## src/rtl/cidu_pkg.sv

```systemverilog
package cidu_pkg;
    typedef enum logic [2:0] {
        OP_NOP    = 3'd0,
        OP_ENABLE = 3'd1,
        OP_DEST   = 3'd2,
        OP_MODE   = 3'd3,
        OP_MASK   = 3'd4
    } cidu_op_e;

    localparam logic [1:0] MODE_ROTATE = 2'd0;
endpackage

```

## src/rtl/cidu_cfg_regs.sv

```systemverilog
module cidu_cfg_regs #(
    parameter int NI     = 8,
    parameter int NC     = 4,
    parameter int IDX_W  = 8,
    parameter int DATA_W = 32
) (
    input  logic                     clk_i,
    input  logic                     rst_ni,
    input  logic                     cmd_valid_i,
    input  logic [2:0]               cmd_op_i,
    input  logic [IDX_W-1:0]         cmd_idx_i,
    input  logic [DATA_W-1:0]        cmd_data_i,
    output logic                     enable_o,
    output logic [NI-1:0]            mask_o,
    output logic [NI-1:0][NC-1:0]    dest_o,
    output logic [NI-1:0][1:0]       mode_o
);
    import cidu_pkg::*;

    localparam int IW = (NI > 1) ? $clog2(NI) : 1;

    typedef struct packed {
        logic                  en;
        logic [NI-1:0]         mask;
        logic [NI-1:0][NC-1:0] dest;
        logic [NI-1:0][1:0]    mode;
    } cfg_t;

    cfg_t     cfg_d, cfg_q;
    cidu_op_e op;
    logic     in_range;
    logic     unused_data;

    assign op          = cidu_op_e'(cmd_op_i);
    assign in_range    = (int'(cmd_idx_i) < NI);
    assign unused_data = ^cmd_data_i[DATA_W-1:NC];

    always_comb begin
        cfg_d = cfg_q;
        if (cmd_valid_i) begin
            case (op)
                OP_ENABLE: cfg_d.en = cmd_data_i[0];
                OP_DEST: if (in_range) cfg_d.dest[cmd_idx_i[IW-1:0]] = cmd_data_i[NC-1:0];
                OP_MODE: if (in_range) cfg_d.mode[cmd_idx_i[IW-1:0]] = cmd_data_i[1:0];
                OP_MASK: if (in_range) cfg_d.mask[cmd_idx_i[IW-1:0]] = cmd_data_i[0];
                default: ;
            endcase
        end
    end

    always_ff @(posedge clk_i or negedge rst_ni) begin
        if (!rst_ni) begin
            cfg_q.en   <= 1'b0;
            cfg_q.mask <= '1;
            cfg_q.dest <= '0;
            cfg_q.mode <= '0;
        end else begin
            cfg_q <= cfg_d;
        end
    end

    assign enable_o = cfg_q.en;
    assign mask_o   = cfg_q.mask;
    assign dest_o   = cfg_q.dest;
    assign mode_o   = cfg_q.mode;
endmodule

```

## src/rtl/cidu_route.sv

```systemverilog
module cidu_route #(
    parameter int NC = 4
) (
    input  logic          clk_i,
    input  logic          rst_ni,
    input  logic          irq_i,
    input  logic          enable_i,
    input  logic          mask_i,
    input  logic [NC-1:0] dest_i,
    input  logic [1:0]    mode_i,
    output logic [NC-1:0] lines_o
);
    import cidu_pkg::*;

    localparam int CW = (NC > 1) ? $clog2(NC) : 1;

    typedef struct packed {
        logic [CW-1:0] ptr;
        logic [CW-1:0] owner;
        logic          busy;
        logic [NC-1:0] lines;
    } rt_t;

    rt_t           rt_d, rt_q;
    logic          rotate, live, found;
    logic [CW-1:0] fix_core, rot_core, target;

    always_comb begin
        int j;
        rotate   = (mode_i == MODE_ROTATE);
        live     = irq_i & enable_i & ~mask_i & (|dest_i);

        fix_core = '0;
        for (int c = NC - 1; c >= 0; c--) begin
            if (dest_i[c]) fix_core = CW'(c);
        end

        found    = 1'b0;
        rot_core = rt_q.ptr;
        for (int k = 0; k < NC; k++) begin
            j = int'(rt_q.ptr) + k;
            if (j >= NC) j = j - NC;
            if (!found && dest_i[j]) begin
                rot_core = CW'(j);
                found    = 1'b1;
            end
        end

        target = rotate ? rot_core : fix_core;

        rt_d       = rt_q;
        rt_d.lines = live ? (NC'(1) << target) : '0;
        rt_d.busy  = live & rotate;
        if (live && rotate) rt_d.owner = target;
        if (rt_q.busy && !(live && rotate)) begin
            rt_d.ptr = (int'(rt_q.owner) == NC - 1) ? '0 : rt_q.owner + CW'(1);
        end
    end

    always_ff @(posedge clk_i or negedge rst_ni) begin
        if (!rst_ni) rt_q <= '0;
        else         rt_q <= rt_d;
    end

    assign lines_o = rt_q.lines;
endmodule

```

## src/rtl/cidu_top.sv

```systemverilog
module cidu_top #(
    parameter int NUM_IRQS  = 8,
    parameter int NUM_CORES = 4,
    parameter int IDX_W     = 8,
    parameter int DATA_W    = 32
) (
    input  logic                               clk_i,
    input  logic                               rst_ni,
    input  logic                               cmd_valid_i,
    input  logic [2:0]                         cmd_op_i,
    input  logic [IDX_W-1:0]                   cmd_idx_i,
    input  logic [DATA_W-1:0]                  cmd_data_i,
    input  logic [NUM_IRQS-1:0]                irq_i,
    output logic [NUM_CORES-1:0][NUM_IRQS-1:0] core_irq_o
);
    logic                                en_w;
    logic [NUM_IRQS-1:0]                 mask_w;
    logic [NUM_IRQS-1:0][NUM_CORES-1:0]  dest_w;
    logic [NUM_IRQS-1:0][1:0]            mode_w;
    logic [NUM_IRQS-1:0][NUM_CORES-1:0]  col_w;

    cidu_cfg_regs #(
        .NI(NUM_IRQS), .NC(NUM_CORES), .IDX_W(IDX_W), .DATA_W(DATA_W)
    ) u_cfg (
        .clk_i(clk_i), .rst_ni(rst_ni),
        .cmd_valid_i(cmd_valid_i), .cmd_op_i(cmd_op_i),
        .cmd_idx_i(cmd_idx_i), .cmd_data_i(cmd_data_i),
        .enable_o(en_w), .mask_o(mask_w), .dest_o(dest_w), .mode_o(mode_w)
    );

    for (genvar i = 0; i < NUM_IRQS; i++) begin : g_line
        cidu_route #(.NC(NUM_CORES)) u_route (
            .clk_i(clk_i), .rst_ni(rst_ni),
            .irq_i(irq_i[i]), .enable_i(en_w), .mask_i(mask_w[i]),
            .dest_i(dest_w[i]), .mode_i(mode_w[i]),
            .lines_o(col_w[i])
        );
        for (genvar c = 0; c < NUM_CORES; c++) begin : g_core
            assign core_irq_o[c][i] = col_w[i][c];
        end
    end
endmodule

```

## config.mk

```make
export PLATFORM = sky130hd
export DESIGN_NAME = cidu_top
export DESIGN_NICKNAME = d
export VERILOG_FILES = /design/src/rtl/cidu_pkg.sv /design/src/rtl/cidu_cfg_regs.sv /design/src/rtl/cidu_route.sv /design/src/rtl/cidu_top.sv
export SDC_FILE = /design/constraint.sdc
export NUM_CORES = 1
export LEC_CHECK = 0
export BUFFER_PORTS_ARGS = -buffer_cell sky130_fd_sc_hd__buf_2
export CORE_AREA = 2 2 172 90
export CTS_CLUSTER_DIAMETER = 120
export CTS_CLUSTER_SIZE = 40
export DETAILED_ROUTE_END_ITERATION = 12
export DIE_AREA = 0 0 174 92
export PLACE_DENSITY = 0.67
export SLEW_MARGIN = 20
export SYNTH_ARGS = -nofsm -noshare
export SYNTH_HDL_FRONTEND = slang
export SYNTH_SLANG_ARGS = --single-unit
```

## constraint.sdc

```tcl
create_clock -name clk_i -period 2.5 [get_ports clk_i]
set_clock_uncertainty 0.15 [all_clocks]
set_input_delay 0.125 -clock clk_i [delete_from_list [all_inputs] [get_ports clk_i]]
set_output_delay 0.125 -clock clk_i [all_outputs]
set_load 0.02 [all_outputs]
```

=== Word level (Yosys, flattened, before mapping) ===
Index checks and enable logic that the tools add are counted.

* Add/subtract/negate cells: 64
* $lt $le $gt $ge: 67
* Equality and inequality tests: 12
* Shift-type cells: 8
* Muxes and demuxes: 249
* Bitwise operators: 40
* Reduce and logical (&&, ||, !) cells: 93

{| class="wikitable"
|+ Operators with widths
! cell !! count
|-
| 32-bit by 4-bit less-than comparator with 1-bit output, second input constant || 32
|-
| 32-bit 2-to-1 mux || 32
|-
| 32-bit by 4-bit greater-or-equal comparator with 1-bit output, second input constant || 24
|-
| 32-bit by 4-bit subtractor with 32-bit output, second input constant || 24
|-
| 2-bit 2-to-1 mux || 81
|-
| 1-bit 2-to-1 mux || 89
|-
| 1-bit binary-select mux with 2-bit select || 32
|-
| 2-bit by 2-bit adder with 3-bit output, second input constant || 16
|-
| 1-bit logical AND || 41
|-
| 4-bit 2-to-1 mux || 9
|-
| 1-bit bitwise AND || 32
|-
| 32-bit bitwise mux || 1
|-
| 1-bit zero test || 32
|-
| 4-bit OR reduction || 8
|-
| 1-bit by 2-bit << shifter with 4-bit output, first input constant || 8
|-
| 2-bit by 3-bit subtractor with 4-bit output, second input constant || 8
|-
| 2-bit by 1-bit adder with 3-bit output, second input constant || 8
|-
| 2-bit by 3-bit greater-or-equal comparator with 1-bit output, second input constant || 8
|-
| 2-bit by 1-bit adder with 2-bit output, second input constant || 8
|-
| 16-bit bitwise mux || 1
|-
| 2-bit by 1-bit equality test with 1-bit output, second input constant || 8
|-
| 2-bit zero test || 8
|-
| 4-bit demux with 3-bit select || 1
|-
| 3-bit AND reduction || 3
|-
| other kinds (11) || 19
|}

* Flip-flop bits (word level): 129
* Bits of input ports: 54
* Output and inout bits: 32
* Logic and storage cells: 583

=== Depth between registers and ports, before layout ===
Gate-level depths: netlist of the first run.

* Depth in word-level cells: 18
* Gate-level depth with buffers: 6
* Depth with buffers taken out: 5

=== Hierarchy ===
Synthesis of the first run repeated with hierarchy kept, for this count alone.

* Cells, all modules: 593
* Area, all modules: 6817.8 µm²

{| class="wikitable"
|+ Modules (own cells, without submodules)
! module !! instances !! cells each !! area each (µm²) !! sequential area each (µm²)
|-
| cidu_route || 8 || 54 || 553.0 || 225.2
|-
| cidu_cfg_regs || 1 || 161 || 2393.5 || 1436.4
|}

=== Worst setup path after synthesis of the first run ===
Ideal clock, no wire load.

* Path type: reg2reg
* From: register u_cfg.cfg_q, in the netlist u_cfg.dest_o[30]
* To: register g_line[7].u_route.rt_q[7] (netlist bit)
* Setup time: 0.125 ns
* Data arrival time: 1.739 ns
* Data required time: 2.225 ns
* Path slack: 0.487 ns
* Stages on the path, launching flop included: 5
* Buffers on the path: 0
* Period minus slack after synthesis: 2.013 ns
* Cell sequence: dfrtp_1 -> or2_2 -> o31ai_1 -> o21ai_0 -> mux2_2

* Cells in the longest elaborated chain, start to end: 5

{| class="wikitable"
|+ RTL lines
! item !! line !! text
|-
| from (decl) || cidu_cfg_regs.sv:29 || <nowiki>cfg_t cfg_d, cfg_q;</nowiki>
|-
| from (signal assigned) || cidu_cfg_regs.sv:58 || <nowiki>cfg_q <= cfg_d;</nowiki>
|-
| 4-bit OR reduction || cidu_route.sv:31 || <nowiki>live = irq_i & enable_i & ~mask_i & (|dest_i);</nowiki>
|-
| 1-bit bitwise AND || cidu_route.sv:31 ||
|-
| 1-bit logical AND || cidu_route.sv:55 || <nowiki>if (rt_q.busy && !(live && rotate)) begin</nowiki>
|-
| 1-bit zero test || cidu_route.sv:55 ||
|-
| 1-bit logical AND || cidu_route.sv:55 ||
|-
| to (signal assigned) || cidu_route.sv:62 || <nowiki>else rt_q <= rt_d;</nowiki>
|-
| to (decl) || cidu_route.sv:24 || <nowiki>rt_t rt_d, rt_q;</nowiki>
|}

Every way passes these cells.
A chain may end at the register's enable or synchronous reset.

=== Final worst setup path of the first run ===
* From: register u_cfg.cfg_q, in the netlist u_cfg.enable_o
* To: register g_line[3].u_route.rt_q[7] (netlist bit)

* Cells in the longest elaborated chain, start to end: 6

{| class="wikitable"
|+ RTL lines
! item !! line
|-
| 1-bit bitwise AND (3 in a row) || cidu_route.sv:31
|-
| 1-bit logical AND || cidu_route.sv:55
|-
| 1-bit zero test || cidu_route.sv:55
|-
| 1-bit logical AND || cidu_route.sv:55
|-
| to (signal assigned) || cidu_route.sv:62
|-
| to (decl) || cidu_route.sv:24
|}

Every way passes these cells.

==> results of run 1 <==
==> worst max-delay path: stages, from the launching register on <==
cell	delay, ps
sky130_fd_sc_hd__dfrtp_1	640
sky130_fd_sc_hd__nand2_1	120
sky130_fd_sc_hd__nor3_1	490
sky130_fd_sc_hd__nand2_1	250
sky130_fd_sc_hd__nand2_1	170
sky130_fd_sc_hd__mux2_2	350
==> layout make-up <==
type / count / area (sq um) / area share [%]
Multi-Input combinational cell: 381 / 2740 / 37.0
Inverter: 32 / 120 / 1.62
Timing Repair Buffer: 73 / 455 / 6.15
Sequential cell: 129 / 3240 / 43.7
Tap cell: 204 / 255 / 3.44
Clock inverter: 12 / 131 / 1.77
Clock buffer: 20 / 467 / 6.30
==> cells by family after synthesis <==
family / Yosys count
buffers and inverters: 82
AND/OR/NAND/NOR: 184
multiplexers: 83
adder cells (fa/ha/maj): 8
flip-flops: 129
AO/OA/AOI/OAI: 106
==> synth_stat cells, types with 5 or more instances <==
master | instances | share of area [%]
sky130_fd_sc_hd__nor3b_1 | 15 | 1.8
sky130_fd_sc_hd__o21ai_0 | 14 | 1.1
sky130_fd_sc_hd__a2111oi_0 | 5 | 0.68
sky130_fd_sc_hd__dfrtp_1 | 121 | 47
sky130_fd_sc_hd__a221o_1 | 5 | 0.78
sky130_fd_sc_hd__nand2b_1 | 11 | 1.1
sky130_fd_sc_hd__o21bai_1 | 5 | 0.59
sky130_fd_sc_hd__buf_4 | 32 | 3.7
sky130_fd_sc_hd__or3_1 | 6 | 0.59
sky130_fd_sc_hd__a21oi_1 | 42 | 3.3
sky130_fd_sc_hd__dfstp_2 | 8 | 3.3
sky130_fd_sc_hd__nor3_1 | 16 | 1.2
sky130_fd_sc_hd__and3b_1 | 11 | 1.5
sky130_fd_sc_hd__o31ai_1 | 7 | 0.82
sky130_fd_sc_hd__mux2_2 | 83 | 15
sky130_fd_sc_hd__nand2_1 | 37 | 2.2
sky130_fd_sc_hd__nor4_1 | 7 | 0.68
sky130_fd_sc_hd__and3_1 | 11 | 1.1
sky130_fd_sc_hd__ha_1 | 8 | 1.6
sky130_fd_sc_hd__o22ai_1 | 15 | 1.5
sky130_fd_sc_hd__clkbuf_1 | 18 | 1.1
sky130_fd_sc_hd__inv_1 | 32 | 1.9
sky130_fd_sc_hd__nor2b_1 | 12 | 1.2
sky130_fd_sc_hd__nor2_1 | 39 | 2.3
sky130_fd_sc_hd__o2bb2a_1 | 5 | 0.78
==> worst min-delay path by stage <==
stage              from                           end  slack (ps)
6_report       irq_i[6]  g_line[6].u_route.lines_o[2]          30
5_1_grt        irq_i[3]  g_line[3].u_route.lines_o[2]          30
4_1_cts        irq_i[6]  g_line[6].u_route.lines_o[2]           9
3_5_place_dp     rst_ni  g_line[1].u_route.lines_o[3]          50
3_3_place_gp     rst_ni     g_line[3].u_route.rt_q[4]          40
2_1_floorplan    rst_ni  g_line[0].u_route.lines_o[0]        -320
==> layout by cell type, fill, tap and decap left out, types with 5 or more instances in the layout <==
master / netlist / final
sky130_fd_sc_hd__mux2_2: 83 / 83
sky130_fd_sc_hd__nor4_1: 7 / 7
sky130_fd_sc_hd__o2bb2a_1: 5 / 5
sky130_fd_sc_hd__nor2_1: 39 / 39
sky130_fd_sc_hd__or3_1: 6 / 6
sky130_fd_sc_hd__nand2_1: 37 / 37
sky130_fd_sc_hd__dlygate4sd3_1: 0 / 9
sky130_fd_sc_hd__clkbuf_16: 0 / 17
sky130_fd_sc_hd__a2111oi_0: 5 / 5
sky130_fd_sc_hd__dfstp_2: 8 / 8
sky130_fd_sc_hd__nand2b_1: 11 / 11
sky130_fd_sc_hd__nor3b_1: 15 / 15
sky130_fd_sc_hd__o22ai_1: 15 / 15
sky130_fd_sc_hd__nor2b_1: 12 / 12
sky130_fd_sc_hd__ha_1: 8 / 8
sky130_fd_sc_hd__and3b_1: 11 / 11
sky130_fd_sc_hd__o21bai_1: 5 / 5
sky130_fd_sc_hd__buf_4: 32 / 6
sky130_fd_sc_hd__a21oi_1: 42 / 42
sky130_fd_sc_hd__o31ai_1: 7 / 7
sky130_fd_sc_hd__o21ai_0: 14 / 14
sky130_fd_sc_hd__buf_2: 0 / 56
sky130_fd_sc_hd__and3_1: 11 / 11
sky130_fd_sc_hd__dfrtp_1: 121 / 121
sky130_fd_sc_hd__a221o_1: 5 / 5
sky130_fd_sc_hd__nor3_1: 16 / 16
sky130_fd_sc_hd__inv_1: 32 / 32
==> routing by layer <==
| layer | global-route usage (%) | up-vias | part of all wire, % |
|---|---|---|---|
| met5 | 0 | - | 0 |
| met4 | 5.88 | 0 | 0.81 |
| met3 | 4.77 | 10 | 6.3 |
| met2 | 26.8 | 144 | 43 |
| met1 | 26.9 | 2246 | 50 |
| li1 | - | 2167 | - |
==> through the flow <==
step / hold slack [ps] / util [%] / cell area (sq um) / total power, uW
after global routing: 33.4 / 50.3 / 7410 / 5200
after detailed placement: 50.1 / 45.6 / 6720 / 2540
final: 32.0 / 50.3 / 7410 / 5010
after CTS: 8.52 / 50.3 / 7410 / 5060
after floorplan: -321 / - / 6410 / 2390
after global placement: 42.6 / 45.6 / 6720 / 2520
==> flip-flops by register name, indices dropped and copies added, names as in the netlist <==
register / flops
u_cfg.mask_o: 8
g_line.u_route.rt_q: 40
g_line.u_route.lines_o: 32
u_cfg.dest_o: 32
u_cfg.mode_o: 16
u_cfg.enable_o: 1
==> power groups by stage <==
| stage | Combinational (uW) | Sequential [uW] | Clock [uW] |
|---|---|---|---|
| after detailed placement | 313 | 2220 | 0 |
| final | 322 | 2190 | 2500 |
| after global placement | 296 | 2220 | 0 |
| after CTS | 325 | 2190 | 2540 |
| after global routing | 361 | 2190 | 2650 |
| after floorplan | 194 | 2190 | 0 |
==> timing repair <==
action	in CTS	in global routing
hold buffers	9	0
gates resized for setup	0	0
hold endpoints to repair	71	0
setup buffers	0	0
==> metrics, run 1 <==
final number of max-transition violations=0; Longest Clk Path Bufs=2; worst-case setup margin in the final layout=207 ps; number of synthesized flops with an enable pin=0; Setup crit start kind=flip-flop; combinational fraction of design power=under 10%; die boundary width=174 um; post-synthesis average cell area=about 11 sq um; Wirelength per Cell=approximately 16 um; vertical die dimension=92 um; Data arrival, critical path=2440 ps; fraction of the mapped netlist area in adder cells=between 1.5 and 2%; sequential-to-total area share from yosys stat=roughly half; number of detailed-routing iterations run before antenna repair=5; initial antenna violation count=0; Post-Place Cells=around 800; IR drop worst, VDD=0.000458 V; power per cell area=about 680 mW/mm^2; Clk Tree Root Cell=sky130_fd_sc_hd__clkbuf_16; die area=0.0160 sq mm; worst rel slew slack=56.1%; number of placed I/O pins=86; std cell rows=32; fraction of synthesis flops using an asynchronous set or reset pin=100%; xor and xnor area share after synthesis=0%; Clock Sink Count=between 100 and 150; setup repair after global routing missed its margin=no; synthesized net count=654; Final Wtd Congestion=between 0.8 and 0.9; crit path time final=2290 ps; Critical Path Fanout Max=9; Internal Dissipation=about 3800 uW; number of H-tree branching levels=4; detailed-route vias per instance=5.37; Primary FF master, synth=sky130_fd_sc_hd__dfrtp_1; Worst-Margin Slew=about 660 ps; total routing resource utilization after global routing=18.4%; Tightest Hold Check Type=input pin to flip-flop; Syn Std Cell Area=0.00641 sq mm; gr ovfl total=0; layout cells sized above 1=30.1%; FF-to-FF End=g_line[3].u_route.rt_q[7]; Final nets=696; leakage power of the design=roughly 0.0036 uW; compound-gate portion of the synthesized area=around a tenth; period utilisation layout=a little over 90%; clock tree from TritonCTS=built; worst reg2reg path depth=5; Hold Violations, Final=0; area growth from synthesis to layout=15.6%; detailed placer's ending HPWL=between 9000 and 10000 um; residual DRC count=0; hold path depth=4; final-report setup violation count=0; standard cell core area=roughly 0.015 sq mm; Syn. warnings=0; remaining number of nets flagged by the antenna check after routing=0; outcome=finished clean; launching element of the worst setup path=u_cfg.enable_o; Post-Route WL=around 14000 um; Fillers=approximately 1300; portion of total power attributed to sequential cells=roughly 44%; clock network fraction of design power=49.9%; reported net switching power=roughly 1200 uW; achievable frequency=0.436 GHz; worst reg2reg path startpoint=u_cfg.enable_o; buffers added on ports=between 50 and 60; Post-Synth Simple-Gate Area=between 10% and 20%; Worst setup endpoint=g_line[3].u_route.rt_q[7]; total CTS buffers=17; wire length of the first global-routing pass=23200 um; flip-flop and latch count after synthesis=around 130; switching portion of total power=around a quarter; dominant combinational cell family by area after synthesis=simple AND/OR/NAND/NOR gates; total inserted antenna cells=0; initial standard-cell utilization of the core=a little over two fifths; Syn Inst Count=between 500 and 600; violation count after the first detailed-route iteration=216; worst slack after detailed placement=about 260 ps; Post-Route Setup TNS=0 ps; data required time of the worst path=around 2700 ps; multiplexer share of the synthesized area=~15%; kind of critical path=flip-flop to flip-flop; R2R setup slack=approximately 210 ps; kind of end point of the critical path=flip-flop; max-cap check violation count=0; clock slew seen by the registers of the worst setup and hold paths=about 60 ps; clock latency on the worst-skew pair=between 400 and 500 ps; count of different cell masters after synthesis=40; non-filler instance count after layout=~850; vias after detailed routing=between 4000 and 5000; maximum number of pins on one net before global-route repair=between 50 and 60; via count of the first global-routing pass=~4500
No activity file was read; power rests on OpenSTA's default activity.
==> inputs of run 2 (changes only) <==
ABC_AREA = 1   (was default)
CORE_AREA = 2 2 190 99   (was 2 2 172 90)
DIE_AREA = 0 0 192 101   (was 0 0 174 92)
PLACE_DENSITY = 0.66   (was 0.67)
==> run 2 against run 1 <==
Compared with the run above:
- register-to-register slack gained 180 ps
- die area grew 21%
- non-clock buffer count grew 6
- synthesized cell count grew 88%
- cell area grew 21%
- synthesized area grew 23%
- core utilization shrank 0.10 points
- sequential share of layout area shrank 7.6 points
- hold slack lost 16 ps
- largest power group unchanged
- global-route usage grew 2.1 points
==> metrics, run 2 <==
outcome=finished clean (unchanged); number of detailed-routing iterations run before antenna repair=5 (unchanged); portion of total power attributed to sequential cells=37.0% (was 43.7%); Setup crit start kind=flip-flop (unchanged); sequential-to-total area share from yosys stat=41.2% (was 50.5%); synthesized net count=1177 (was 654); combinational fraction of design power=21.6% (was 6.4%); xor and xnor area share after synthesis=0.669% (was 0%); layout cells sized above 1=15.2% (was 30.1%); initial standard-cell utilization of the core=44.0% (was 43.5%); most frequently used cell type in the post-synthesis netlist=sky130_fd_sc_hd__nand2_1 (was sky130_fd_sc_hd__dfrtp_1); Post-Synth Simple-Gate Area=39.6% (was 16.0%); register with the highest flop count=g_line.u_route.rt_q (unchanged); buffers added on ports=57 (unchanged); Longest Clk Path Bufs=2 (unchanged); commonest cells after routing, fill and taps aside=sky130_fd_sc_hd__nand2_1 (441), sky130_fd_sc_hd__dfrtp_1 (121), sky130_fd_sc_hd__nand3_1 (103) (was sky130_fd_sc_hd__dfrtp_1 (121), sky130_fd_sc_hd__mux2_2 (83), sky130_fd_sc_hd__buf_2 (56)); number of placed I/O pins=86 (unchanged); Tightest Hold Check Type=input pin to flip-flop (unchanged); gr ovfl total=0 (unchanged); area growth from synthesis to layout=14.2% (was 15.6%); dominant combinational cell family by area after synthesis=simple AND/OR/NAND/NOR gates (unchanged); compound-gate portion of the synthesized area=7.71% (was 10.6%); top area cells in the synthesized netlist=sky130_fd_sc_hd__dfrtp_1 (39%), sky130_fd_sc_hd__nand2_1 (21%), sky130_fd_sc_hd__nand3_1 (6.6%), sky130_fd_sc_hd__o21ai_0 (4.4%), sky130_fd_sc_hd__inv_1 (4.3%) (was sky130_fd_sc_hd__dfrtp_1 (47%), sky130_fd_sc_hd__mux2_2 (15%), sky130_fd_sc_hd__buf_4 (3.7%), sky130_fd_sc_hd__a21oi_1 (3.3%), sky130_fd_sc_hd__dfstp_2 (3.3%)); number of flip-flops in the largest register=40 (unchanged); power per cell area=716 mW/mm^2 (was 676 mW/mm^2); flip-flop and latch count after synthesis=129 (unchanged); die area=0.0194 sq mm (was 0.0160 sq mm); detailed-route vias per instance=5.02 (was 5.37); number of H-tree branching levels=4 (unchanged); total CTS buffers=17 (unchanged); most common library cell in the layout ignoring fill and taps=sky130_fd_sc_hd__nand2_1 (was sky130_fd_sc_hd__dfrtp_1); Syn. warnings=0 (unchanged); Internal Dissipation=4320 uW (was 3820 uW); Critical Path Fanout Max=13 (was 9); Syn Std Cell Area=0.00785 sq mm (was 0.00641 sq mm); via count of the first global-routing pass=6329 (was 4542); clock network fraction of design power=41.4% (was 49.9%); fraction of synthesis flops using an asynchronous set or reset pin=100% (unchanged); leading cell types by count after synthesis=sky130_fd_sc_hd__nand2_1 (441), sky130_fd_sc_hd__dfrtp_1 (121), sky130_fd_sc_hd__nand3_1 (103) (was sky130_fd_sc_hd__dfrtp_1 (121), sky130_fd_sc_hd__mux2_2 (83), sky130_fd_sc_hd__a21oi_1 (42)); period utilisation layout=84.6% (was 91.7%); clock slew seen by the registers of the worst setup and hold paths=60 ps (about the same); Final nets=1229 (was 696); maximum number of pins on one net before global-route repair=44 (was 51); Hold Buf Count CTS=15 (was 9); kind of end point of the critical path=flip-flop (unchanged); total inserted antenna cells=0 (unchanged); Post-Route WL=18600 um (was 13800 um); fraction of the mapped netlist area in adder cells=1.27% (was 1.56%); Primary FF master, synth=sky130_fd_sc_hd__dfrtp_1 (unchanged); final number of max-transition violations=0 (unchanged); die boundary width=192 um (was 174 um); number of gates resized after CTS=0 (unchanged); wire length of the first global-routing pass=31400 um (was 23200 um); reported net switching power=2100 uW (was 1190 uW); initial antenna violation count=0 (unchanged); Clk Tree Root Cell=sky130_fd_sc_hd__clkbuf_16 (unchanged); max-cap check violation count=0 (unchanged); Post-Route Setup TNS=0 ps (unchanged); data required time of the worst path=2650 ps (about the same); worst rel slew slack=52.1% (was 56.1%); Worst-Margin Slew=717 ps (was 658 ps); count of different cell masters after synthesis=33 (was 40); standard cell core area=0.0179 sq mm (was 0.0147 sq mm); IR drop worst, VDD=0.000472 V (was 0.000458 V); kind of critical path=flip-flop to flip-flop (unchanged); crit path time final=2120 ps (was 2290 ps); detailed placer's ending HPWL=13900 um (was 9740 um); Synth top area share=38.6% (was 47.2%); Hold Violations, Final=0 (unchanged); Data arrival, critical path=2260 ps (was 2440 ps); vertical die dimension=101 um (was 92 um); clock latency on the worst-skew pair=410 ps (was 420 ps); vias after detailed routing=7126 (was 4567); Clock Sink Count=129 (unchanged); total chip power=6420 uW (was 5010 uW); setup repair after global routing missed its margin=no (unchanged); achievable frequency=0.473 GHz (was 0.436 GHz); final-report setup violation count=0 (unchanged); Final Wtd Congestion=0.851 (was 0.834); number of synthesized flops with an enable pin=0 (unchanged); R2R setup slack=380 ps (was 210 ps); post-synthesis average cell area=7.04 sq um (was 10.8 sq um); Wirelength per Cell=13.1 um (was 16.2 um); clock tree from TritonCTS=built (unchanged); post-synth top area cell=sky130_fd_sc_hd__dfrtp_1 (unchanged); setup repair bufs after CTS=0 (unchanged); std cell rows=35 (was 32); total routing resource utilization after global routing=20.5% (was 18.4%); leakage power of the design=0.00470 uW (was 0.00361 uW); switching portion of total power=32.7% (was 23.8%); Syn Inst Count=1115 (was 592); residual DRC count=0 (unchanged); violation count after the first detailed-route iteration=644 (was 216); multiplexer share of the synthesized area=0.143% (was 14.6%); remaining number of nets flagged by the antenna check after routing=0 (unchanged)
==> run 2: cell types whose count changed after synthesis, sizes merged, moves of 30 or more <==
cell   previous run  this run
nor2             39        75
o21ai            14        91
nand2            37       474
inv              32       104
mux2             83         1
a21oi            42        12
nand3             2       114
==> run 2: worst max-delay path, cell delays in order (launching register included) <==
cell                      delay, ps
sky130_fd_sc_hd__dfrtp_1        550
sky130_fd_sc_hd__inv_1          150
sky130_fd_sc_hd__nand2_1         80
sky130_fd_sc_hd__nand2_1        110
sky130_fd_sc_hd__inv_1          100
sky130_fd_sc_hd__nand2_1         60
sky130_fd_sc_hd__nand2_1        140
sky130_fd_sc_hd__nand2_1         90
sky130_fd_sc_hd__nand2_1         70
sky130_fd_sc_hd__nand2_1         50
sky130_fd_sc_hd__nand2_1         50
sky130_fd_sc_hd__nand3_1         60
sky130_fd_sc_hd__nand2_1        100
sky130_fd_sc_hd__nand2_1        100
sky130_fd_sc_hd__inv_1           90
sky130_fd_sc_hd__nor2_1          50
==> run 2: layer usage <==
metal	GRT usage (%)	wire length (um)	part of all wire, %	vias to the layer above
met1	33.1	10400	56	3271
li1	-	-	-	3654
met5	0	0	0	-
met2	27.3	6960	37	191
met3	4.25	1160	6.2	10
met4	4.64	122	0.65	0
==> run 2: path summary, 6_finish.rpt <==
check                                          start                           end  cells past startpoint
min reg2reg                g_line[1].u_route.rt_q[6]     g_line[1].u_route.rt_q[6]                      2
max                        g_line[7].u_route.rt_q[7]  g_line[7].u_route.lines_o[3]                     15
min in group asynchronous                     rst_ni  g_line[3].u_route.lines_o[1]                      2
max reg2reg                g_line[7].u_route.rt_q[7]  g_line[7].u_route.lines_o[3]                     15
min                                    cmd_data_i[3]              u_cfg.dest_o[27]                      3
max in group asynchronous                     rst_ni               u_cfg.mask_o[7]                      3
==> run 2: kinds of logic after synthesis <==
family	count (synthesis)
DFF	129
xor gates and xnor gates	6
and+or+nand+nor	705
buffers and inverters	154
adders and majority gates	8
AOI/OAI and AO/OA	112
muxes	1
==> run 2: final cells by class <==
cell class | instances | area, sq um
fill | 1721 | 8900
multi-input combinational | 832 | 3880
sequential | 129 | 3240
timing repair buffer | 79 | 507
clock buffer | 18 | 429
inverter | 108 | 407
tap | 240 | 300
clock inverter | 14 | 206
==> run 2: power groups by stage <==
stage	registers, uW	clock network (uW)	logic, uW
CTS	2370	2710	1380
global route	2400	2800	1590
finish	2370	2660	1390
global placement	2400	0	1330
floorplan	2310	0	1130
detailed placement	2400	0	1350
==> run 2: metrics by stage <==
stage	util [%]	area, sq um	instances	hold slack (ps)	worst slack, ps
after CTS	50.2	8970	1420	12.3	397
after global placement	45.8	8180	1373	-80.0	428
after detailed placement	45.8	8180	1373	-81.1	410
final	50.2	8970	1420	15.9	384
after floorplan	-	7850	1115	-321	838
after global routing	50.2	8970	1420	38.8	124
==> inputs of run 3 (changes only) <==
clock period = 1.97 ns   (was 2.5 ns; I/O delays follow)
==> run 3 against run 2 <==
Compared with the run above:
- critical path depth shrank 1
- via count grew 2.6%
- sequential share of layout area shrank 2.0 points
- clock-buffer cell count is the same
- core utilization grew 3.2 points
- global-route usage grew 0.12 points
- sequential power grew 25%
- cell area grew 6.5%
- fmax grew 14%
- combinational power grew 61%
- clock power grew 25%
- wire length grew 3.0%
- critical endpoint is now g_line[2].u_route.lines_o[3]
- highest routed layer unchanged
==> metrics, run 3 (same netlist as run 2, synthesis figures left out) <==
outcome=finished clean (unchanged); data required time of the worst path=2170 ps (was 2650 ps); crit-path cells=buf_6 -> nand2_1 -> nand2_1 -> nand2_1 -> nand2_2 -> nor2_4 -> nand2_1 -> nand2_2 -> nand2_1 -> nand2_1 -> nand3_1 -> nand2_2 -> inv_2 -> nor2_1 (was inv_1 -> nand2_1 -> nand2_1 -> inv_1 -> nand2_1 -> nand2_1 -> nand2_1 -> nand2_1 -> nand2_1 -> nand2_1 -> nand3_1 -> nand2_1 -> nand2_1 -> inv_1 -> nor2_1); Worst-Margin Slew=594 ps (was 717 ps); achievable frequency=0.539 GHz (was 0.473 GHz); via count of the first global-routing pass=6364 (was 6329); vertical die dimension=101 um (unchanged); residual DRC count=0 (unchanged); Post-Route Setup TNS=0 ps (unchanged); violation count after the first detailed-route iteration=620 (was 644); clock tree from TritonCTS=built (unchanged); final-report setup violation count=0 (unchanged); Clock Sink Count=129 (unchanged); period utilisation layout=94.2% (was 84.6%); number of detailed-routing iterations run before antenna repair=5 (unchanged); Clk Tree Root Cell=sky130_fd_sc_hd__clkbuf_16 (unchanged); number of placed I/O pins=86 (unchanged); Tightest Hold Check Type=input pin to flip-flop (unchanged); maximum number of pins on one net before global-route repair=51 (was 44); wire length of the first global-routing pass=31600 um (was 31400 um); CP peak stage delay=440 ps (was 550 ps); buffers added on ports=57 (unchanged); clock slew seen by the registers of the worst setup and hold paths=60 ps (about the same); Setup crit start kind=flip-flop (unchanged); wl on met1=10700 um (was 10400 um); detailed placer's ending HPWL=14000 um (was 13900 um); vias after detailed routing=7308 (was 7126); kind of end point of the critical path=flip-flop (unchanged); total routing resource utilization after global routing=20.6% (was 20.5%); most common library cell in the layout ignoring fill and taps=sky130_fd_sc_hd__nand2_1 (unchanged); clock latency on the worst-skew pair=420 ps (was 410 ps); Detail Route met3 WL=1080 um (was 1160 um); worst reg2reg path depth=14 (was 15); total inserted antenna cells=0 (unchanged); die area=0.0194 sq mm (unchanged); final number of max-transition violations=0 (unchanged); remaining number of nets flagged by the antenna check after routing=0 (unchanged); Post-Route WL=19200 um (was 18600 um); Critical Path Most Common Cell=sky130_fd_sc_hd__nand2_1 (unchanged); Data arrival, critical path=2050 ps (was 2260 ps); std cell rows=35 (unchanged); power per cell area=893 mW/mm^2 (was 716 mW/mm^2); IR drop worst, VDD=0.000613 V (was 0.000472 V); Longest Clk Path Bufs=2 (unchanged); number of flip-flops in the largest register=40 (unchanged); initial antenna violation count=0 (unchanged); layout cells sized above 1=23.2% (was 15.2%); initial standard-cell utilization of the core=44.0% (unchanged); detailed-route vias per instance=4.98 (was 5.02); standard cell core area=0.0179 sq mm (unchanged); worst slack after detailed placement=1.09 ps (was 410 ps); max-cap check violation count=0 (unchanged); Slowest cell on crit path=sky130_fd_sc_hd__dfrtp_2 (was sky130_fd_sc_hd__dfrtp_1); Critical Path Fanout Max=5 (was 13); leakage power of the design=0.00497 uW (was 0.00470 uW); Met2 Routed Length=7300 um (was 6960 um); total CTS buffers=17 (unchanged); crit path time final=1860 ps (was 2120 ps); commonest cells after routing, fill and taps aside=sky130_fd_sc_hd__nand2_1 (421), sky130_fd_sc_hd__dfrtp_1 (110), sky130_fd_sc_hd__nand3_1 (97) (was sky130_fd_sc_hd__nand2_1 (441), sky130_fd_sc_hd__dfrtp_1 (121), sky130_fd_sc_hd__nand3_1 (103)); Hold Violations, Final=0 (unchanged); register with the highest flop count=g_line.u_route.rt_q (unchanged); Final Wtd Congestion=0.837 (was 0.851); total chip power=8530 uW (was 6420 uW); topmost layer with routed signal wires=met4 (unchanged); Wirelength per Cell=13.1 um (about the same); die boundary width=192 um (unchanged); kind of critical path=flip-flop to flip-flop (unchanged); worst-case setup margin in the final layout=115 ps (was 384 ps); hold path depth=3 (unchanged); gr ovfl total=0 (unchanged); area growth from synthesis to layout=21.6% (was 14.2%); number of H-tree branching levels=4 (unchanged); Final nets=1277 (was 1229); worst rel slew slack=60.4% (was 52.1%)
[run 3: cell count changes in the layout (fill, tap and decap cells not counted), moves of 5 or more]
cell | before | now
sky130_fd_sc_hd__o21ai_1 | 16 | 11
sky130_fd_sc_hd__nand3_2 | 11 | 17
sky130_fd_sc_hd__dfrtp_1 | 121 | 110
sky130_fd_sc_hd__inv_1 | 90 | 83
sky130_fd_sc_hd__nand2_1 | 441 | 421
sky130_fd_sc_hd__o21ai_2 | 6 | 15
sky130_fd_sc_hd__dfrtp_2 | 0 | 11
sky130_fd_sc_hd__nand2_2 | 30 | 48
sky130_fd_sc_hd__nand3_1 | 103 | 97
sky130_fd_sc_hd__buf_6 | 1 | 6
sky130_fd_sc_hd__buf_4 | 6 | 46
[run 3: final timing paths]
check / slack [ps] / to / start
worst min register to register: 330 / g_line[0].u_route.rt_q[7] / g_line[0].u_route.rt_q[5]
max in group asynchronous: 950 / u_cfg.mask_o[7] / rst_ni
min in group asynchronous: 30 / g_line[3].u_route.rt_q[8] / rst_ni
worst max-delay path: 110 / g_line[2].u_route.lines_o[3] / g_line[2].u_route.rt_q[7]
worst min-delay path: 10 / u_cfg.dest_o[27] / cmd_data_i[3]
worst max register to register: 110 / g_line[2].u_route.lines_o[3] / g_line[2].u_route.rt_q[7]
[run 3: critical path: cells and delay by family, from the launching register on]
| family | cells | cell delay, ps |
|---|---|---|
| buffers and inverters | 2 | 210 |
| DFF | 1 | 440 |
| and+or+nand+nor | 12 | 990 |
[run 3: final cells by class]
type	count	area (sq um)
clock buffers	18	429
clock inverters	14	191
fillers	1677	8320
inverters	108	417
multi-input cells	832	4060
flip-flops and latches	129	3250
well taps	240	300
repair buffers	127	898
[run 3: metal layers]
layer	vias to the layer above	GRT usage (%)
met1	3334	34.0
met2	192	26.8
met3	20	4.11
met5	-	0
li1	3762	-
met4	0	4.23
[run 3: timing repair]
action,CTS,global route
pin swaps,0,17
setup buffers,0,11
endpoints found under the setup margin,4,45
cloned,0,2
hold buffers,16,0
gates resized for setup,1,81
hold endpoints to repair,177,0
[run 3: through the flow]
step / instances / hold slack (ps) / instance area [sq um] / util [%]
after global placement: 1407 / -73.7 / 8440 / 47.2
after CTS: 1455 / 9.99 / 9220 / 51.6
after global routing: 1468 / 25.4 / 9550 / 53.4
after detailed placement: 1407 / -67.6 / 8440 / 47.2
final: 1468 / 12.9 / 9550 / 53.4
after floorplan: 1115 / -347 / 7850 / -
[run 3: power breakdown]
part	switching [uW]	total, uW	internal [uW]	leakage (uW)
sequential	174	2960	2790	0.00171
combinational	1430	2240	815	0.00296
clock	1210	3320	2110	0.000292
total	2810	8530	5710	0.00497
